## src/rtl/trim_cal_pkg.sv

```systemverilog
package trim_cal_pkg;

    typedef enum logic [2:0] {
        S_IDLE,
        S_SETUP,
        S_SETTLE,
        S_STEP,
        S_FIX_SETTLE,
        S_FIX,
        S_FINISH
    } cal_state_e;

endpackage

```

## src/rtl/trim_settle_timer.sv

```systemverilog
module trim_settle_timer #(
    parameter int unsigned CYCLES = 10000
) (
    input  logic clk_i,
    input  logic rst_ni,
    input  logic kick_i,
    output logic expire_o
);
    localparam int unsigned CW = $clog2(CYCLES + 1);
    localparam logic [CW-1:0] LOAD = CW'(CYCLES - 1);

    logic [CW-1:0] cnt_q;
    logic          run_q;

    always_ff @(posedge clk_i or negedge rst_ni) begin
        if (!rst_ni) begin
            cnt_q <= '0;
            run_q <= 1'b0;
        end else if (kick_i) begin
            cnt_q <= LOAD;
            run_q <= 1'b1;
        end else if (run_q) begin
            if (cnt_q == '0) begin
                run_q <= 1'b0;
            end else begin
                cnt_q <= cnt_q - 1'b1;
            end
        end
    end

    assign expire_o = run_q && (cnt_q == '0);

    // a fresh kick never expires on the next cycle (settle window, R4)
    generate
        if (CYCLES > 1) begin : g_quiet
            p_kick_quiet_r4: assert property (@(posedge clk_i) disable iff (!rst_ni)
                kick_i |=> !expire_o);
        end
    endgenerate

endmodule

```

## src/rtl/trim_code_reg.sv

```systemverilog
module trim_code_reg #(
    parameter int unsigned       TRIM_W   = 5,
    parameter logic [TRIM_W-1:0] RST_CODE = '0
) (
    input  logic              clk_i,
    input  logic              rst_ni,
    input  logic              cal_ld_i,
    input  logic [TRIM_W-1:0] cal_code_i,
    input  logic              lock_i,
    input  logic              user_wr_i,
    input  logic [TRIM_W-1:0] user_code_i,
    output logic [TRIM_W-1:0] code_o
);
    logic [TRIM_W-1:0] code_q;

    always_ff @(posedge clk_i or negedge rst_ni) begin
        if (!rst_ni) begin
            code_q <= RST_CODE;
        end else if (cal_ld_i) begin
            code_q <= cal_code_i;
        end else if (user_wr_i && !lock_i) begin
            code_q <= user_code_i;
        end
    end

    assign code_o = code_q;

    p_user_locked_r9: assert property (@(posedge clk_i) disable iff (!rst_ni)
        (lock_i && !cal_ld_i) |=> $stable(code_o));

endmodule

```

## src/rtl/trim_cal_fsm.sv

```systemverilog
module trim_cal_fsm
    import trim_cal_pkg::*;
#(
    parameter int unsigned TRIM_W        = 5,
    parameter int unsigned SETTLE_CYCLES = 10000
) (
    input  logic              clk_i,
    input  logic              rst_ni,
    input  logic              start_i,
    input  logic              conv_busy_i,
    input  logic              cmp_flag_i,
    input  logic [TRIM_W-1:0] trim_i,
    input  logic              tmr_expire_i,
    output logic              tmr_kick_o,
    output logic              ld_o,
    output logic [TRIM_W-1:0] ld_code_o,
    output logic              busy_o,
    output logic              done_o,
    output logic              cal_mode_o
);
    localparam logic [TRIM_W-1:0] CODE_MID = {1'b1, {(TRIM_W-1){1'b0}}};
    localparam logic [TRIM_W-1:0] DELTA0   = {2'b01, {(TRIM_W-2){1'b0}}};
    localparam logic [TRIM_W-1:0] CODE_TOP = {TRIM_W{1'b1}};

    cal_state_e        state_q, state_d;
    logic [TRIM_W-1:0] delta_q;
    logic [TRIM_W-1:0] step_code;
    logic              last_trial;

    assign step_code  = cmp_flag_i ? (trim_i - delta_q) : (trim_i + delta_q);
    assign last_trial = (delta_q >> 1) == '0;

    // state register
    always_ff @(posedge clk_i or negedge rst_ni) begin
        if (!rst_ni) state_q <= S_IDLE;
        else         state_q <= state_d;
    end

    // step register
    always_ff @(posedge clk_i or negedge rst_ni) begin
        if (!rst_ni)                 delta_q <= '0;
        else if (state_q == S_SETUP) delta_q <= DELTA0;
        else if (state_q == S_STEP)  delta_q <= delta_q >> 1;
    end

    // transitions
    always_comb begin
        state_d = state_q;
        unique case (state_q)
            S_IDLE:       if (start_i && !conv_busy_i) state_d = S_SETUP;
            S_SETUP:      state_d = S_SETTLE;
            S_SETTLE:     if (tmr_expire_i) state_d = S_STEP;
            S_STEP:       state_d = last_trial ? S_FIX_SETTLE : S_SETTLE;
            S_FIX_SETTLE: if (tmr_expire_i) state_d = S_FIX;
            S_FIX:        state_d = S_FINISH;
            S_FINISH:     state_d = S_IDLE;
            default:      state_d = S_IDLE;
        endcase
    end

    // outputs
    always_comb begin
        tmr_kick_o = 1'b0;
        ld_o       = 1'b0;
        ld_code_o  = trim_i;
        busy_o     = 1'b1;
        done_o     = 1'b0;
        cal_mode_o = 1'b1;
        unique case (state_q)
            S_IDLE: begin
                busy_o     = 1'b0;
                cal_mode_o = 1'b0;
            end
            S_SETUP: begin
                ld_o       = 1'b1;
                ld_code_o  = CODE_MID;
                tmr_kick_o = 1'b1;
            end
            S_SETTLE, S_FIX_SETTLE: begin
            end
            S_STEP: begin
                ld_o       = 1'b1;
                ld_code_o  = step_code;
                tmr_kick_o = 1'b1;
            end
            S_FIX: begin
                if (!cmp_flag_i && trim_i != CODE_TOP) begin
                    ld_o      = 1'b1;
                    ld_code_o = trim_i + 1'b1;
                end
            end
            S_FINISH: begin
                done_o = 1'b1;
            end
            default: begin
                busy_o     = 1'b0;
                cal_mode_o = 1'b0;
            end
        endcase
    end

    // checker state: cycles for which the applied code has been unchanged
    localparam int unsigned SCW = $clog2(SETTLE_CYCLES + 1);
    logic [TRIM_W-1:0] trim_seen_q;
    logic [SCW-1:0]    stable_q;

    always_ff @(posedge clk_i or negedge rst_ni) begin
        if (!rst_ni) begin
            trim_seen_q <= '0;
            stable_q    <= '0;
        end else begin
            trim_seen_q <= trim_i;
            if (trim_i != trim_seen_q)                  stable_q <= '0;
            else if (stable_q != SCW'(SETTLE_CYCLES))   stable_q <= stable_q + 1'b1;
        end
    end

    p_settle_before_sample_r4: assert property (@(posedge clk_i) disable iff (!rst_ni)
        (state_q == S_STEP || state_q == S_FIX) |-> (32'(stable_q) >= SETTLE_CYCLES - 1));

    p_step_onehot_r2: assert property (@(posedge clk_i) disable iff (!rst_ni)
        $onehot0(delta_q));

    p_top_held_r3: assert property (@(posedge clk_i) disable iff (!rst_ni)
        (state_q == S_FIX && trim_i == CODE_TOP) |=> (trim_i == CODE_TOP));

    p_refused_r6: assert property (@(posedge clk_i) disable iff (!rst_ni)
        (state_q == S_IDLE && conv_busy_i) |=> (state_q == S_IDLE));

    p_no_restart_r8: assert property (@(posedge clk_i) disable iff (!rst_ni)
        (state_q != S_IDLE) |=> (state_q != S_SETUP));

    p_done_pulse_r7: assert property (@(posedge clk_i) disable iff (!rst_ni)
        done_o |=> (!done_o && !busy_o));

endmodule

```

## src/rtl/trim_cal_ctrl.sv

```systemverilog
module trim_cal_ctrl #(
    parameter int unsigned       TRIM_W         = 5,
    parameter int unsigned       CLK_FREQ_MHZ   = 200,
    parameter int unsigned       SETTLE_TIME_US = 50,
    parameter logic [TRIM_W-1:0] RST_CODE       = 5'h10
) (
    input  logic              clk_i,
    input  logic              rst_ni,
    input  logic              start_i,
    input  logic              conv_busy_i,
    input  logic              cmp_flag_i,
    input  logic              chan_en_i,
    input  logic              user_wr_i,
    input  logic [TRIM_W-1:0] user_code_i,
    output logic [TRIM_W-1:0] trim_code_o,
    output logic              busy_o,
    output logic              done_o,
    output logic              cal_mode_o,
    output logic              chan_en_o
);
    localparam int unsigned SETTLE_CYCLES = CLK_FREQ_MHZ * SETTLE_TIME_US;

    logic              tmr_kick;
    logic              tmr_expire;
    logic              cal_ld;
    logic [TRIM_W-1:0] cal_code;
    logic              busy;
    logic              cal_mode;

    trim_cal_fsm #(
        .TRIM_W        (TRIM_W),
        .SETTLE_CYCLES (SETTLE_CYCLES)
    ) u_fsm (
        .clk_i        (clk_i),
        .rst_ni       (rst_ni),
        .start_i      (start_i),
        .conv_busy_i  (conv_busy_i),
        .cmp_flag_i   (cmp_flag_i),
        .trim_i       (trim_code_o),
        .tmr_expire_i (tmr_expire),
        .tmr_kick_o   (tmr_kick),
        .ld_o         (cal_ld),
        .ld_code_o    (cal_code),
        .busy_o       (busy),
        .done_o       (done_o),
        .cal_mode_o   (cal_mode)
    );

    trim_settle_timer #(
        .CYCLES (SETTLE_CYCLES)
    ) u_timer (
        .clk_i    (clk_i),
        .rst_ni   (rst_ni),
        .kick_i   (tmr_kick),
        .expire_o (tmr_expire)
    );

    trim_code_reg #(
        .TRIM_W   (TRIM_W),
        .RST_CODE (RST_CODE)
    ) u_code (
        .clk_i       (clk_i),
        .rst_ni      (rst_ni),
        .cal_ld_i    (cal_ld),
        .cal_code_i  (cal_code),
        .lock_i      (busy),
        .user_wr_i   (user_wr_i),
        .user_code_i (user_code_i),
        .code_o      (trim_code_o)
    );

    assign busy_o     = busy;
    assign cal_mode_o = cal_mode;
    assign chan_en_o  = chan_en_i && !cal_mode;

    p_chan_off_r5: assert property (@(posedge clk_i) disable iff (!rst_ni)
        busy_o |-> (!chan_en_o && cal_mode_o));

endmodule

```

## config.mk

```make
export PLATFORM = sky130hd
export DESIGN_NAME = trim_cal_ctrl
export DESIGN_NICKNAME = d
export VERILOG_FILES = /design/src/rtl/trim_cal_pkg.sv /design/src/rtl/trim_settle_timer.sv /design/src/rtl/trim_code_reg.sv /design/src/rtl/trim_cal_fsm.sv /design/src/rtl/trim_cal_ctrl.sv
export SDC_FILE = /design/constraint.sdc
export NUM_CORES = 1
export LEC_CHECK = 0
export ABC_CLOCK_PERIOD_IN_PS = 2900
export BUFFER_PORTS_ARGS = -buffer_cell sky130_fd_sc_hd__buf_2
export CAP_MARGIN = 20
export CORE_ASPECT_RATIO = 0.8
export CORE_MARGIN = 2
export CORE_UTILIZATION = 45
export DETAILED_ROUTE_END_ITERATION = 10
export PLACE_DENSITY_LB_ADDON = 0.08
export SLEW_MARGIN = 20
export SYNTH_ARGS = -nofsm -noshare
export SYNTH_HDL_FRONTEND = slang
export SYNTH_SLANG_ARGS = --single-unit
```

## constraint.sdc

```tcl
create_clock -name clk_i -period 2.9 [get_ports clk_i]
set_clock_uncertainty 0.1 [all_clocks]
set_input_delay 0.435 -clock clk_i [delete_from_list [all_inputs] [get_ports clk_i]]
set_output_delay 0.435 -clock clk_i [all_outputs]
set_load 0.02 [all_outputs]
```

; Word level (Yosys, flattened, before mapping)
; Index checks and enable logic that the tools add are counted.
[word_totals]
ff_bits = 28
out_inout_bits = 9
word_cells = 64
[op_classes]
muxes = 23
reduce_logical = 19
n_eq_ne = 13
addsub = 4
[ops]
columns = operator, n
row1 = 2-to-1 mux 14 bit, 3
row2 = 2-to-1 mux 5 bit, 6
row3 = case mux 3 bit (6 select lines), 1
row4 = case mux 5 bit (3 select lines), 1
row5 = zero test 14 bit, 1
row6 = "subtractor 14 x 1 -> 14 bit, second input constant", 1
row7 = 2-to-1 mux 3 bit, 4
row8 = "== test 3 bit, second input constant", 3
row9 = 2-to-1 mux 1 bit, 7
row10 = "== test 3 x 2 -> 1 bit, second input constant", 2
row11 = "!= test 2 bit, second input constant", 3
row12 = AND reduction 3 bit, 2
row13 = nonzero test 2 bit, 3
row14 = OR reduction 6 bit, 1
row15 = "adder 5 x 1 -> 5 bit, second input constant", 1
row16 = adder 5 bit, 1
row17 = logical AND 1 bit, 5
row18 = zero test 5 bit, 1
row19 = "!= test 5 bit, second input constant", 1
row20 = subtractor 5 bit, 1
row21 = "!= test 4 x 1 -> 1 bit, second input constant", 1
row22 = "== test 3 x 1 -> 1 bit, second input constant", 1
row23 = zero test 1 bit, 3
row24 = zero test 3 bit, 1
row25 = 5 further kinds, 5

; Depth between registers and ports, before layout
; Gate-level depths: netlist of run 1.
[logic_depth]
ltp_word = 7
mapped_depth = 13
mapped_depth_nobuf = 12

; Hierarchy
; A second synthesis of run 1 with hierarchy kept.
[unflattened]
hier_cells = 218
hier_area_um2 = 2082.0
[by_module_without_submodules]
columns = module, seq_area_each_um2, area_per_inst_um2, cells_each, n_inst
row1 = trim_settle_timer, 375.4, 897.1, 88, 1
row2 = trim_cal_fsm, 175.2, 844.6, 102, 1
row3 = trim_code_reg, 126.4, 326.6, 27, 1
row4 = trim_cal_ctrl, 0.0, 13.8, 1, 1

; Worst setup path before layout of run 1
; Ideal clock, no wire load.
[synth_timing]
path_kind = flip-flop to flip-flop
from = register u_fsm.delta_q[1]
to = register u_code.code_q[4] (netlist: u_code.code_o[4])
setup_slack_ns = -0.061
t_arrival_ns = 2.772
period_less_slack_ns = 2.961
t_required_ns = 2.711
stages_incl_launch_ff = 13
cell_sequence = dfrtp_1 -> clkbuf_1 -> inv_1 -> ha_1 -> o21a_1 -> o41ai_1 -> xnor2_1 -> nor2_1 -> ha_1 -> a21oi_1 -> or4_1 -> and4_1 -> a211oi_1
[synth_between]
elab_chain_cells = 4
[synth_lines]
columns = item, line_no
row1 = "start, declared", trim_cal_fsm.sv:26  ; logic [TRIM_W-1:0] delta_q;
row2 = "start signal, assigned", trim_cal_fsm.sv:43  ; else if (state_q == S_STEP) delta_q <= delta_q >> 1;
row3 = adder 5 bit / subtractor 5 bit (equally long branches), trim_cal_fsm.sv:30  ; assign step_code = cmp_flag_i ? (trim_i - delta_q) : (trim_i + delta_q);
row4 = 2-to-1 mux 5 bit *, trim_cal_fsm.sv:30
row5 = case mux 5 bit (3 select lines) *, trim_cal_fsm.sv:69  ; unique case (state_q)
row6 = 2-to-1 mux 5 bit *, trim_code_reg.sv:19  ; end else if (cal_ld_i) begin
row7 = "end signal, assigned", trim_code_reg.sv:20  ; code_q <= cal_code_i;
row8 = "end signal, assigned", trim_code_reg.sv:22  ; code_q <= user_code_i;
row9 = "end, declared", trim_code_reg.sv:14  ; logic [TRIM_W-1:0] code_q;
; Every way passes the cells marked *; elsewhere a longest branch is shown, timed or not.
; A chain may end at the register's enable or synchronous reset.

; Worst setup path after layout of run 1
[layout_timing]
from = register u_fsm.delta_q[0]
to = register u_code.code_q[4] (netlist: u_code.code_o[4])
; The elaborated chain is that of the path after synthesis.

==> results of run 1 <==
[metal layers]
layer | global-route usage | wire length, microns | vias to the layer above
li1 | - | - | 729
met1 | 0.293 | 2030 | 702
met2 | 0.293 | 1700 | 23
met3 | 0.0493 | 131 | 2
met4 | 0.0291 | 16 | 0
met5 | 0 | 0 | -
[path summary, 6_finish.rpt]
path | endpoint | slack (ns)
hold reg to reg | u_timer.cnt_q[12] | 0.47
setup reg to reg | u_code.code_o[4] | 0.14
hold / removal | u_timer.run_q | 0.07
setup / recovery | u_code.code_o[4] | 0.14
min in group clk_i | u_fsm.state_q[0] | 0.34
max in group asynchronous | u_code.code_o[2] | 2.22
[cells by family after synthesis]
group	Yosys count
XOR/XNOR	12
AO/OA/AOI/OAI	48
flip-flops	27
multiplexers	2
AND/OR/NAND/NOR	74
adder cells (fa/ha/maj)	7
buffers and inverters	17
[flip-flops by register name, summed over array words and instances (netlist names)]
signal,flops
u_code.code_o,5
u_timer.cnt_q,14
u_fsm.delta_q,4
u_fsm.state_q,3
u_timer.run_q,1
[stage by stage]
stage	total power, mW	instances
global route	0.638	255
floorplan	0.389	187
finish	0.611	255
CTS	0.619	255
global placement	0.406	251
detailed placement	0.406	251
[cells in the mapped netlist (all sizes together) (4+ instances only)]
| master | number |
|---|---|
| a21oi | 12 |
| nor2b | 5 |
| inv | 9 |
| nor4 | 4 |
| nor2 | 18 |
| nand2 | 17 |
| nand3 | 5 |
| ha | 6 |
| clkbuf | 6 |
| o31ai | 5 |
| dfrtp | 26 |
| xnor2 | 11 |
| o21ai | 6 |
[worst max-delay path, cell delays in order (launching register included)]
cell                       delay, ns
sky130_fd_sc_hd__dfrtp_1        0.37
sky130_fd_sc_hd__inv_2          0.06
sky130_fd_sc_hd__ha_4           0.27
sky130_fd_sc_hd__o21bai_1       0.06
sky130_fd_sc_hd__o21a_1         0.11
sky130_fd_sc_hd__o41ai_2        0.31
sky130_fd_sc_hd__xnor2_1        0.16
sky130_fd_sc_hd__nor2_1         0.06
sky130_fd_sc_hd__ha_1           0.30
sky130_fd_sc_hd__a21oi_1        0.09
sky130_fd_sc_hd__or4_1          0.43
sky130_fd_sc_hd__and4_1         0.23
sky130_fd_sc_hd__a211oi_2       0.14
[final cells by class]
cell class | count | area (sq um)
multi-input combinational | 143 | 996
clock buffer | 4 | 45.0
tap | 44 | 55.1
fill | 354 | 1760
sequential | 27 | 677
timing repair buffer | 28 | 160
inverter | 9 | 33.8
[cells in the final DEF, fill, tap and decap left out, types with 4 or more instances in the layout]
cell type,Yosys,layout
sky130_fd_sc_hd__a21oi_1,12,12
sky130_fd_sc_hd__buf_2,1,20
sky130_fd_sc_hd__buf_4,1,8
sky130_fd_sc_hd__dfrtp_1,26,26
sky130_fd_sc_hd__ha_1,6,5
sky130_fd_sc_hd__inv_1,9,7
sky130_fd_sc_hd__nand2_1,17,17
sky130_fd_sc_hd__nand3_1,5,5
sky130_fd_sc_hd__nor2_1,18,18
sky130_fd_sc_hd__nor2b_1,5,5
sky130_fd_sc_hd__nor4_1,4,4
sky130_fd_sc_hd__o21ai_0,5,5
sky130_fd_sc_hd__o31ai_1,5,5
sky130_fd_sc_hd__xnor2_1,11,11
[power by group through the flow]
stage	clock network (mW)	logic (mW)	registers (mW)
finish	0.212	0.0223	0.376
global route	0.236	0.0254	0.376
CTS	0.220	0.0229	0.376
detailed placement	0	0.0227	0.384
global placement	0	0.0219	0.384
floorplan	0	0.00523	0.384
[repair_timing]
item                       in CTS  in global routing
setup endpoints to repair       1                  1
gates resized for setup         1                  4
pin swaps                       0                  2
==> summary.md, run 1 <==
| Metric | Value |
|---|---|
| Data arrival time of the critical path | `2.86 ns` |
| Fin Hold WS | `0.0674 ns` |
| Aggregate global-route resource usage | `0.196` |
| Synthesized flop and latch total | `27` |
| DRT Wirelength | `3.88 mm` |
| FFs w/ async S/R, synth | `1.00` |
| Yosys top cell by area | `sky130_fd_sc_hd__dfrtp_1` |
| Number of hold violations in the final report | `0` |
| Effective utilization at floorplan | `0.460` |
| Adder-cell share of the synthesized area | `0.0554` |
| Height of the chip | `59.2 microns` |
| CTS sink cnt | `27` |
| Critical path launch point | `u_fsm.delta_q[0]` |
| Type of element launching the critical path | `flop` |
| Via Count | `1456` |
| Xor and xnor area share after synthesis | `0.0612` |
| Placement row count | `20` |
| Count of input and output buffers | `20` |
| Pwr/cell area | `310 nW/um^2` |
| Number of diodes added for antenna fixing | `0` |
| Maximum clock frequency | `0.363 GHz` |
| Final instance area | `1970 sq um` |
| Post-route minimum period | `2.76 ns` |
| Switching Power | `0.128 mW` |
| Wire length of the first global-routing pass | `6.61 mm` |
| Maximum buffer depth of the clock tree | `2` |
| Maximum level of the CTS H-tree | `1` |
| Worst-skew pair later-pin latency | `0.27 ns` |
| Share of synthesized cell area in and, or, nand and nor gates | `0.242` |
| Post-synth top area share | `0.379` |
| Worst Setup Path Type | `reg -> reg` |
| Synth warnings | `0` |
| Cell area after placement | `1900 sq um` |
| Layout Area Growth over Synthesis | `14.6%` |
| Mapped cell area | `1720 sq um` |
| Synth Area in Compound Gates | `0.195` |
| Largest cells by area after synthesis | `sky130_fd_sc_hd__dfrtp_1, sky130_fd_sc_hd__xnor2_1, sky130_fd_sc_hd__ha_1` |
| Buffer type at the clock tree root | `sky130_fd_sc_hd__clkbuf_8` |
| Post-layout util | `0.528` |
| Number of buffers inserted by post-CTS setup repair | `0` |
| Relative max-transition margin | `0.507` |
| Pint | `0.483 mW` |
| Global route total overflow | `0` |
| Share of the yosys chip area belonging to registers | `0.394` |
| Total CTS buffers | `3` |
| Clock power share | `0.348` |
| Main flop type after synthesis | `sky130_fd_sc_hd__dfrtp_1` |
| Detailed router's first-iteration violation count | `120` |
| Required time of the critical path | `3.00 ns` |
| Number of global-route vias before repair | `1417` |
| Number of nets in the final layout | `231` |
| Library cells used by synthesis | `50` |
| Worst R2R Path Depth | `12` |
| Average instance area after synthesis | `9.18 sq um` |
| Maximum fanout encountered on the critical timing path | `4` |
| Final-report max-slew violation count | `0` |
| Transition time at the pin with the least slew margin | `0.732 ns` |
| Die span in x | `73.1 microns` |
| Number of nets with antenna violations after routing | `0` |
| Switching share of power | `0.209` |
| Relative contribution of sequential cells to total power | `0.616` |
| Worst reg2reg startpoint | `u_fsm.delta_q[0]` |
| Placeable core region | `3730 sq um` |
| Worst vdd rail ir drop | `249 uV` |
| Classification of the worst-slack hold path | `in -> async` |
| Vias per inst | `5.71` |
| Lkg Pwr | `0.875 nW` |
| Number of enable-type register cells in the synthesized netlist | `0` |
| Fraction of final layout cells sized beyond drive strength 1 | `0.227` |
| Top-level port count | `21` |
| DRC violation count after routing | `0` |
| Post-Place Setup Slack | `-0.0192 ns` |
| CP endpoint kind | `flop` |
| Setup TNS Final | `0 ns` |
| Average detailed-routed wire length per instance | `15.2 microns` |
| Final worst slack | `0.142 ns` |
| Syn_nets | `206` |
| CTS tree | `built` |
| First drt pass iteration count | `4` |
| Die Area | `4330 sq um` |
| Multiplexer fraction of the synthesized cell area | `0.0124` |
| Post-synthesis cell count | `187` |
| Combinational Power Share | `0.037` |
| Post-CTS clock slew at the launch and capture registers of the worst setup and hold paths | `0.09 ns` |
| Maxcap violations | `0` |
| Status | `finished, final reports clean` |
| Largest net degree at the start of global routing | `28` |
| Number of hold buffers added after CTS | `0` |
| Post-detailed-placement half-perimeter wirelength | `2.93 mm` |
| Final worst-path cycle share | `0.951` |
| Routability congestion estimate | `0.787` |
| Number of antenna violations at the first check in global routing | `0` |
| Main combinational cell family by area after synthesis | `simple AND/OR/NAND/NOR gates` |
| Final Setup Violations | `0` |
(Power assumes the default switching activity.)
==> inputs of run 2 (changes only) <==
--- a/config.mk
+++ b/config.mk
@@ -10,9 +10,11 @@
 export CAP_MARGIN = 20
 export CORE_ASPECT_RATIO = 0.8
 export CORE_MARGIN = 2
-export CORE_UTILIZATION = 45
+export CORE_UTILIZATION = 35
 export DETAILED_ROUTE_END_ITERATION = 10
+export HOLD_SLACK_MARGIN = 0.15
 export PLACE_DENSITY_LB_ADDON = 0.08
+export SKIP_LAST_GASP = 1
 export SLEW_MARGIN = 20
 export SYNTH_ARGS = -nofsm -noshare
 export SYNTH_HDL_FRONTEND = slang
==> summary.md, run 2 (synthesized netlist as in run 1, its figures left out) <==
| Metric | Value |
|---|---|
| Status | `finished, final reports clean` |
| Flip-flop count of the largest register, all copies and words added | `14 (unchanged)` |
| Placement row count | `22 (+10%)` |
| Number of nets in the final layout | `233 (+0.87%)` |
| Relative contribution of sequential cells to total power | `0.609 (-0.007)` |
| Post-Place Setup Slack | `-0.00714 ns (+0.0120 ns)` |
| Global route total overflow | `0 (unchanged)` |
| Largest net degree at the start of global routing | `28 (unchanged)` |
| Maximum clock frequency | `0.359 GHz (-0.85%)` |
| Routability congestion estimate | `0.805 (+2.3%)` |
| Die span in x | `82.3 microns (+13%)` |
| Vias per inst | `5.28 (-7.6%)` |
| Post-layout util | `0.431 (-0.0964)` |
| Placeable core region | `4650 sq um (+25%)` |
| Cell with the biggest individual delay on the critical path | `sky130_fd_sc_hd__or4_1` |
| Pint | `0.482 mW (-0.22%)` |
| Cell area after placement | `1920 sq um (+1.1%)` |
| Die Area | `5480 sq um (+27%)` |
| Final worst slack | `0.118 ns (-0.0238 ns)` |
| Met3 global-route usage | `0.0285 (-0.0209)` |
| Final Total Pwr | `0.618 mW (+1.1%)` |
| Final instance area | `2010 sq um (+2.0%)` |
| Switching Power | `0.136 mW (+6.3%)` |
| Lkg Pwr | `0.888 nW (+1.5%)` |
| Worst-skew pair later-pin latency | `0.28 ns (about the same)` |
| Chain of cells forming the critical path | `inv_1 > ha_4 > o21a_1 > o41ai_2 > xnor2_1 > nor2_1 > ha_1 > a21oi_1 > or4_1 > and4_1 > a211oi_2` |
| Type of element launching the critical path | `flop` |
| CP endpoint kind | `flop` |
| DRT Wirelength | `3.91 mm (+0.75%)` |
| Post-CTS clock slew at the launch and capture registers of the worst setup and hold paths | `0.10 ns (about the same)` |
| Crit Reg-Reg Endpoint | `u_code.code_o[4]` |
| Final worst-path cycle share | `0.959 (+0.00820)` |
| Clock power share | `0.354 (+0.006)` |
| Average detailed-routed wire length per instance | `14.3 microns (-5.9%)` |
| Effective utilization at floorplan | `0.369 (-0.0914)` |
| Number of antenna violations at the first check in global routing | `0 (unchanged)` |
| Switching share of power | `0.220 (+0.0106)` |
| Buffer type at the clock tree root | `sky130_fd_sc_hd__clkbuf_8` |
| Worst Setup Path Type | `reg -> reg` |
| Maximum buffer depth of the clock tree | `2 (unchanged)` |
| Post-placement cell count | `267 (+6.4%)` |
| Number of nets with antenna violations after routing | `0 (unchanged)` |
| Transition time at the pin with the least slew margin | `0.641 ns (-0.0910 ns)` |
| Total CTS buffers | `3 (unchanged)` |
| Most common library cell in the layout ignoring fill and taps | `sky130_fd_sc_hd__dfrtp_1` |
| Top-level port count | `21 (unchanged)` |
| Number of hold violations in the final report | `0 (unchanged)` |
| Fin Hold WS | `0.323 ns (+0.255 ns)` |
| First drt pass iteration count | `4 (unchanged)` |
| Final-report max-slew violation count | `0 (unchanged)` |
| Classification of the worst-slack hold path | `in -> reg` |
| Maximum fanout encountered on the critical timing path | `4 (unchanged)` |
| Number of diodes added for antenna fixing | `0 (unchanged)` |
| Hold path depth | `3` |
| Final Setup Violations | `0 (unchanged)` |
| Maximum level of the CTS H-tree | `1 (unchanged)` |
| Largest register by flop count | `u_timer.cnt_q` |
| Aggregate global-route resource usage | `0.161 (-0.0357)` |
| CTS tree | `built` |
| DRC violation count after routing | `0 (unchanged)` |
| Worst vdd rail ir drop | `239 uV (-3.9%)` |
| Maximum cell stage delay along the critical path | `0.42 ns (about the same)` |
| Required time of the critical path | `3.01 ns (about the same)` |
| Layout Area Growth over Synthesis | `16.8%` |
| Global-route layer with the greatest usage | `met2` |
| Worst reg2reg startpoint | `u_fsm.delta_q[0]` |
| Relative max-transition margin | `0.567 (+0.0593)` |
| Setup TNS Final | `0 ns (unchanged)` |
| Maxcap violations | `0 (unchanged)` |
| Buffers plus inverters on the worst setup path | `1 (unchanged)` |
| Combinational Power Share | `0.037 (about the same)` |
| Largest delay share family, worst path | `simple AND/OR/NAND/NOR gates` |
| Number of global-route vias before repair | `1417 (unchanged)` |
| Pwr/cell area | `308 nW/um^2 (-0.82%)` |
| Worst R2R Path Depth | `11 (-1)` |
| CTS sink cnt | `27 (unchanged)` |
| Wire length of the first global-routing pass | `6.71 mm (+1.6%)` |
| Hold endpoint | `u_fsm.state_q[0]` |
| Met1 Track Usage GR | `0.238 (-0.0554)` |
| Count of input and output buffers | `20 (unchanged)` |
| Met2 demand-to-capacity share in global routing | `0.242 (-0.0515)` |
| Worst setup slack for register-to-register paths | `0.12 ns (-0.02 ns)` |
| Min-Delay Startpoint | `conv_busy_i` |
| Height of the chip | `66.6 microns (+12%)` |
| Leading cell types in the layout, fill and taps excluded | `sky130_fd_sc_hd__dfrtp_1, sky130_fd_sc_hd__buf_2, sky130_fd_sc_hd__nor2_1` |
| Detailed router's first-iteration violation count | `65 (-46%)` |
| Fraction of final layout cells sized beyond drive strength 1 | `0.230 (+0.00256)` |
| Post-route minimum period | `2.78 ns (+0.0238 ns)` |
| Post-layout instance count excluding filler cells | `273 (+7.1%)` |
| Layout filler cell count | `457 (+29%)` |
| Via Count | `1441 (-1.0%)` |
| Post-detailed-placement half-perimeter wirelength | `2.97 mm (+1.4%)` |
| Data arrival time of the critical path | `2.89 ns (+0.03 ns)` |
run 2: final cells by class:
| class | count | area (sq um) | share of cell area |
|---|---|---|---|
| inverter | 9 | 33.8 | 0.0168 |
| tap | 60 | 75.1 | 0.0374 |
| clock buffer | 3 | 41.3 | 0.0206 |
| sequential | 27 | 677 | 0.337 |
| clock inverter | 1 | 5.00 | 0.00250 |
| multi-input combinational | 143 | 996 | 0.497 |
| timing repair buffer | 30 | 178 | 0.0886 |
run 2: worst max-delay path by stage:
stage / startpoint / to / slack, ns / cells after the start
5_1_grt: u_fsm.delta_q[0] / u_code.code_o[4] / -0.02 / 11
3_3_place_gp: u_fsm.delta_q[0] / u_code.code_o[4] / 0.06 / 11
2_1_floorplan: u_fsm.delta_q[1] / u_code.code_o[4] / 0.02 / 12
3_5_place_dp: u_fsm.delta_q[0] / u_code.code_o[4] / -0.007 / 11
4_1_cts: u_fsm.delta_q[0] / u_code.code_o[4] / 0.03 / 11
6_report: u_fsm.delta_q[0] / u_code.code_o[4] / 0.12 / 11
run 2: worst reg2reg max path: cells and delay by family (launching register included):
| kind | cells | cell delay, ns |
|---|---|---|
| AO/OA/AOI/OAI | 4 | 0.69 |
| XOR/XNOR | 1 | 0.15 |
| adder cells (fa/ha/maj) | 2 | 0.53 |
| buffers and inverters | 1 | 0.14 |
| flip-flops | 1 | 0.39 |
| AND/OR/NAND/NOR | 3 | 0.70 |
run 2: what timing repair did:
action | 4_1_cts | 5_1_grt
pin swaps | 0 | 3
buffers inserted | 0 | 1
hold endpoints to repair | 26 | 0
resized for setup | 1 | 4
setup endpoints to repair | 1 | 1
hold buffers | 1 | 0
run 2: power groups by stage:
| stage | registers [mW] | clock network [mW] | logic (mW) |
|---|---|---|---|
| after CTS | 0.376 | 0.229 | 0.0236 |
| after floorplan | 0.384 | 0 | 0.00523 |
| after detailed placement | 0.384 | 0 | 0.0225 |
| final | 0.376 | 0.218 | 0.0230 |
| after global placement | 0.384 | 0 | 0.0221 |
| after global routing | 0.376 | 0.239 | 0.0268 |
run 2: per-layer routing:
layer | vias up | wire length, microns
li1 | 725 | -
met1 | 693 | 2030
met2 | 21 | 1750
met3 | 2 | 102
met4 | 0 | 22
met5 | - | 0
